### src/rtl/irq_tgt_pkg.sv
package irq_tgt_pkg;
    localparam int MASK_W   = 8;
    localparam int LANES    = 4;
    localparam int PRIV_IRQ = 32;
    localparam int ADDR_W   = 10;
    localparam int CORE_W   = $clog2(MASK_W);
    localparam int DATA_W   = MASK_W * LANES;

    typedef logic [MASK_W-1:0] mask_t;
    typedef logic [CORE_W-1:0] core_t;

    typedef struct packed {
        logic              active;
        logic              priv;
        logic              shared;
        logic [ADDR_W-1:0] irq;
    } lane_sel_t;
endpackage

### src/rtl/irq_tgt_lane_dec.sv
module irq_tgt_lane_dec
    import irq_tgt_pkg::*;
#(
    parameter int NUM_IRQ = 64,
    parameter int LANE    = 0
) (
    input  logic              req_valid,
    input  logic              req_wide,
    input  logic [ADDR_W-1:0] req_addr,
    output lane_sel_t         sel
);
    logic [ADDR_W-1:0] irq;

    always_comb begin
        irq        = req_wide ? {req_addr[ADDR_W-1:2], 2'(LANE)} : req_addr;
        sel.active = req_valid && (req_wide || (req_addr[1:0] == 2'(LANE)));
        sel.priv   = irq < ADDR_W'(PRIV_IRQ);
        sel.shared = !sel.priv && (irq < ADDR_W'(NUM_IRQ));
        sel.irq    = irq;
    end
endmodule

### src/rtl/irq_tgt_lowbit.sv
module irq_tgt_lowbit
    import irq_tgt_pkg::*;
(
    input  mask_t mask,
    output core_t core
);
    always_comb begin
        core = '0;
        for (int b = MASK_W - 1; b >= 0; b--) begin
            if (mask[b]) core = CORE_W'(b);
        end
    end
endmodule

### src/rtl/irq_target_bank.sv
module irq_target_bank
    import irq_tgt_pkg::*;
#(
    parameter int NUM_IRQ = 64
) (
    input  logic              clk,
    input  logic              rst_n,
    input  logic              req_valid,
    input  logic              req_write,
    input  logic              req_wide,
    input  logic [ADDR_W-1:0] req_addr,
    input  logic [DATA_W-1:0] req_wdata,
    input  logic [CORE_W-1:0] req_core,
    output logic              rsp_valid,
    output logic [DATA_W-1:0] rsp_rdata,
    input  logic [ADDR_W-1:0] route_idx,
    output logic [CORE_W-1:0] route_core
);
    localparam int SHARED = NUM_IRQ - PRIV_IRQ;

    typedef struct packed {
        mask_t [SHARED-1:0] mask;
        core_t [SHARED-1:0] pick;
        logic               rvalid;
        logic [DATA_W-1:0]  rdata;
    } state_t;

    state_t    state_d, state_q;
    lane_sel_t lane_sel  [LANES];
    core_t     lane_pick [LANES];
    mask_t     own_mask;

    for (genvar l = 0; l < LANES; l++) begin : g_lane
        irq_tgt_lane_dec #(
            .NUM_IRQ (NUM_IRQ),
            .LANE    (l)
        ) u_dec (
            .req_valid (req_valid),
            .req_wide  (req_wide),
            .req_addr  (req_addr),
            .sel       (lane_sel[l])
        );

        irq_tgt_lowbit u_pick (
            .mask (req_wdata[MASK_W*l +: MASK_W]),
            .core (lane_pick[l])
        );
    end

    assign own_mask = mask_t'(1) << req_core;

    always_comb begin
        state_d        = state_q;
        state_d.rvalid = req_valid && !req_write;
        state_d.rdata  = '0;
        for (int l = 0; l < LANES; l++) begin
            if (lane_sel[l].active) begin
                if (req_write) begin
                    if (lane_sel[l].shared) begin
                        for (int e = 0; e < SHARED; e++) begin
                            if (lane_sel[l].irq == ADDR_W'(e + PRIV_IRQ)) begin
                                state_d.mask[e] = req_wdata[MASK_W*l +: MASK_W];
                                state_d.pick[e] = lane_pick[l];
                            end
                        end
                    end
                end else if (lane_sel[l].priv) begin
                    state_d.rdata[MASK_W*l +: MASK_W] = own_mask;
                end else if (lane_sel[l].shared) begin
                    for (int e = 0; e < SHARED; e++) begin
                        if (lane_sel[l].irq == ADDR_W'(e + PRIV_IRQ)) begin
                            state_d.rdata[MASK_W*l +: MASK_W] = state_q.mask[e];
                        end
                    end
                end
            end
        end
    end

    always_ff @(posedge clk) begin
        if (!rst_n) state_q <= '0;
        else        state_q <= state_d;
    end

    always_comb begin
        route_core = '0;
        for (int e = 0; e < SHARED; e++) begin
            if (route_idx == ADDR_W'(e + PRIV_IRQ)) route_core = state_q.pick[e];
        end
    end

    assign rsp_valid = state_q.rvalid;
    assign rsp_rdata = state_q.rdata;
endmodule

### config.mk
export PLATFORM = sky130hd
export DESIGN_NAME = irq_target_bank
export DESIGN_NICKNAME = d
export VERILOG_FILES = /design/src/rtl/irq_tgt_pkg.sv /design/src/rtl/irq_tgt_lane_dec.sv /design/src/rtl/irq_tgt_lowbit.sv /design/src/rtl/irq_target_bank.sv
export SDC_FILE = /design/constraint.sdc
export NUM_CORES = 2
export LEC_CHECK = 0
export CORE_AREA = 2 2 252 254
export DETAILED_ROUTE_END_ITERATION = 8
export DIE_AREA = 0 0 254 256
export HOLD_SLACK_MARGIN = 0.02
export PLACE_DENSITY_LB_ADDON = 0.2
export REMOVE_ABC_BUFFERS = 1
export SYNTH_ARGS = -nofsm -noshare
export SYNTH_HDL_FRONTEND = slang
export SYNTH_SLANG_ARGS = --single-unit
### constraint.sdc
create_clock -name clk -period 3.4 [get_ports clk]
set_clock_uncertainty 0.05 [all_clocks]
set_input_delay 0.34 -clock clk [delete_from_list [all_inputs] [get_ports clk]]
set_output_delay 0.34 -clock clk [all_outputs]
set_load 0.01 [all_outputs]
==> impl_metrics.env <==
export IMPL_place_worst_setup_slack_ns=-0.543
export IMPL_numCtsBuffers=46
export IMPL_yosysSeqAreaShare_pct=31.1
export IMPL_syn_to_final_growth_pct=35.0
export IMPL_cts_setup_buffers=0
export IMPL_p_per_area_nw_per_um2=341
export IMPL_portBuffers=95
export IMPL_max_vdd_ir_drop_mv=0.405
export IMPL_setup_tns_ns=0
export IMPL_setup_viol=0
export IMPL_final_critical_path_setup_slack_ns=0.0413
export IMPL_min_from="rst_n"
export IMPL_worst_slew_pin_slew_ns=1.32
export IMPL_required_ns=3.91
export IMPL_cp_start_kind="input pin"
export IMPL_clock_sinks=385
export IMPL_post_route_period_util_pct=98.8
export IMPL_dieArea_um2=65000
export IMPL_synth_edf_count=0
export IMPL_rr_startpoint="state_q[137]$_SDFF_PN0_"
export IMPL_fill_cells=6223
export IMPL_dr_pass1_iters=7
export IMPL_period_minus_slack_ns=3.36
export IMPL_clk_path_buf_depth=3
export IMPL_dp_hpwl_um=130000
export IMPL_yosysWarnings=0
export IMPL_slew_headroom_pct=11.8
export IMPL_num_nets_final=4181
export IMPL_start_util_pct=39.7
export IMPL_synth_cell_types=89
export IMPL_endpoint_kind="register"
export IMPL_arrival_ns=3.87
export IMPL_multi_input_area_um2=15700
export IMPL_critPathKind="input pin to register"
export IMPL_ant_nets=0
export IMPL_grt_pass1_wl_um=225000
export IMPL_via_per_inst=6.47
export IMPL_drc=0
export IMPL_rsz0062_at_grt="false"
export IMPL_wl_per_cell_um=32.4
export IMPL_regArea_um2=7710
export IMPL_drt_iter0_drc=5127
export IMPL_core_area_um2=62400
export IMPL_first_global_vias=30352
export IMPL_tritoncts="yes"
export IMPL_yosysTopAreaCell="dfxtp_1"
export IMPL_fmax_mhz=298
export IMPL_place_area_um2=31700
export IMPL_synthesis_area_um2=24700
export IMPL_die_width_um=254
export IMPL_synth_ff_type="dfxtp_1"
export IMPL_wl_um=162000
export IMPL_die_height_um=256
export IMPL_leakagePower_uw=0.0127
export IMPL_postCtsHoldBufs=0
export IMPL_cp_max_fo=15
export IMPL_grt_max_degree=185
export IMPL_drv_cap=0
export IMPL_synth_seq_cells=385
export IMPL_avgSynthCellArea_um2=7.07
export IMPL_root_buffer="clkbuf_16"
export IMPL_ys_async_sr_fraction_pct=0
export IMPL_clk_pin_slew_ns=0.06
export IMPL_synthCells=3499
export IMPL_antenna_found_initial=4
export IMPL_gp_congestion=1.12
export IMPL_status="completed"
export IMPL_clk_latency_ns=0.62
export IMPL_synth_top_cell_area_share_pct=31.1
export IMPL_crit_path_start="req_addr[6]"
export IMPL_hold_violations=0
export IMPL_fin_area_um2=33400
export IMPL_layout_drive_gt1_share_pct=22.6
export IMPL_ys_top_cells_by_area="dfxtp_1 (31%), nand2_1 (13%), a21boi_0 (9.7%)"
export IMPL_row_count=92
export IMPL_grt_ovfl_total=0
export IMPL_whs_ns=0.365
export IMPL_drv_slew=0
export IMPL_dr_total_vias=32386
export IMPL_min_path_type="input pin to register"
export IMPL_grt_use_total_pct=48.7
export IMPL_ios=96
export IMPL_htreeDepth=2
## cell usage after synthesis, drive strengths merged (13+ instances only)
library cell / instances
nor4: 30
clkbuf: 228
a221oi: 41
a211oi: 24
nand2: 861
inv: 16
or3: 16
buf: 73
nor2: 292
a22oi: 45
mux2i: 49
a2111oi: 13
and3: 18
or4: 16
and2: 14
nand3: 63
o22ai: 110
o22a: 17
nor2b: 35
o221ai: 26
a21boi: 320
a31oi: 33
o21ai: 209
o31ai: 13
nor3: 111
dfxtp: 385
o211ai: 29
mux2: 23
a21oi: 194
## cells in the final DEF, fill, tap and decap left out, drive strengths merged, types with 11 or more instances in the layout
| cell | n |
|---|---|
| mux2i | 49 |
| inv | 18 |
| buf | 785 |
| nand4 | 11 |
| a221oi | 41 |
| nand2 | 861 |
| a21boi | 320 |
| o211ai | 29 |
| a21oi | 194 |
| or4 | 16 |
| o22ai | 110 |
| o31ai | 13 |
| a22o | 12 |
| or3 | 16 |
| and3 | 18 |
| clkdlybuf4s50 | 86 |
| o22a | 17 |
| o221ai | 26 |
| clkbuf | 71 |
| dfxtp | 385 |
| nor4 | 30 |
| and2 | 14 |
| mux2 | 23 |
| a211o | 11 |
| nand2b | 11 |
| a22oi | 45 |
| a31oi | 33 |
| nand3 | 63 |
| a2111oi | 13 |
| nor2b | 35 |
| nor2 | 292 |
| o21ai | 209 |
| nor3 | 111 |
| a211oi | 24 |
## layout make-up
type,count,area share (%)
multi-input cells,2796,47.1
flip-flops and latches,385,23.1
repair buffers,875,21.5
clock buffers,70,4.11
well taps,846,3.17
clock inverters,13,0.858
inverters,17,0.191
diodes,2,0.0150
## state kept, by name (all words and copies together) (netlist names)
signal	count
rsp_rdata	32
rsp_valid	1
state_q	352
## metrics by stage
| step | power, uW | utilization (%) | instances |
|---|---|---|---|
| 2_1_floorplan | 4950 | - | 3198 |
| 3_3_place_gp | 5880 | 50.8 | 4919 |
| 3_5_place_dp | 5870 | 50.8 | 4919 |
| 4_1_cts | 11300 | 53.5 | 5002 |
| 5_1_grt | 11500 | 53.5 | 5003 |
| 6_report | 11400 | 53.5 | 5004 |
## timing repair
item	CTS	global route
pin swaps	1	4
gates resized for setup	12	3
setup endpoints to repair	3	4
## per-layer routing
layer	vias up	routed length (um)	global-route usage (%)
li1	13878	-	-
met1	15543	63700	64.1
met2	2486	64200	67.6
met3	473	24100	18.9
met4	6	10300	26.3
met5	-	34	0
## report_power, final
part	switching, uW	internal [uW]	total (uW)	leakage (uW)
clock	2220	3330	5540	0.000805
sequential	2.65	4510	4510	0.00310
combinational	872	453	1320	0.00883
## cell families after synthesis
family	synth area share, %
AOI/OAI and AO/OA	33.3
xor gates and xnor gates	0.0354
buffers and inverters	5.60
DFF	31.1
muxes	3.39
and+or+nand+nor	26.5
## worst paths after layout
| kind | slack (ns) | to | cells past startpoint |
|---|---|---|---|
| setup / recovery | 0.04 | rsp_rdata[26]$_SDFF_PP0_ | 13 |
| hold / removal | 0.37 | state_q[46]$_SDFF_PN0_ | 3 |
| hold reg to reg | 0.41 | state_q[47]$_SDFF_PN0_ | 2 |
| setup reg to reg | 0.34 | rsp_rdata[16]$_SDFF_PP0_ | 10 |
## worst max-delay path: stages
cell and delay, ns:
clkdlybuf4s50_1 0.43, or4_1 0.56, buf_6 0.21, or3_4 0.45, nor2_1 0.17, buf_4 0.14
buf_4 0.13, a21oi_1 0.10, a21oi_1 0.15, o21ai_0 0.16, a31o_2 0.31, a41oi_1 0.50
buf_4 0.20
Power figures use the tool's default switching activity.
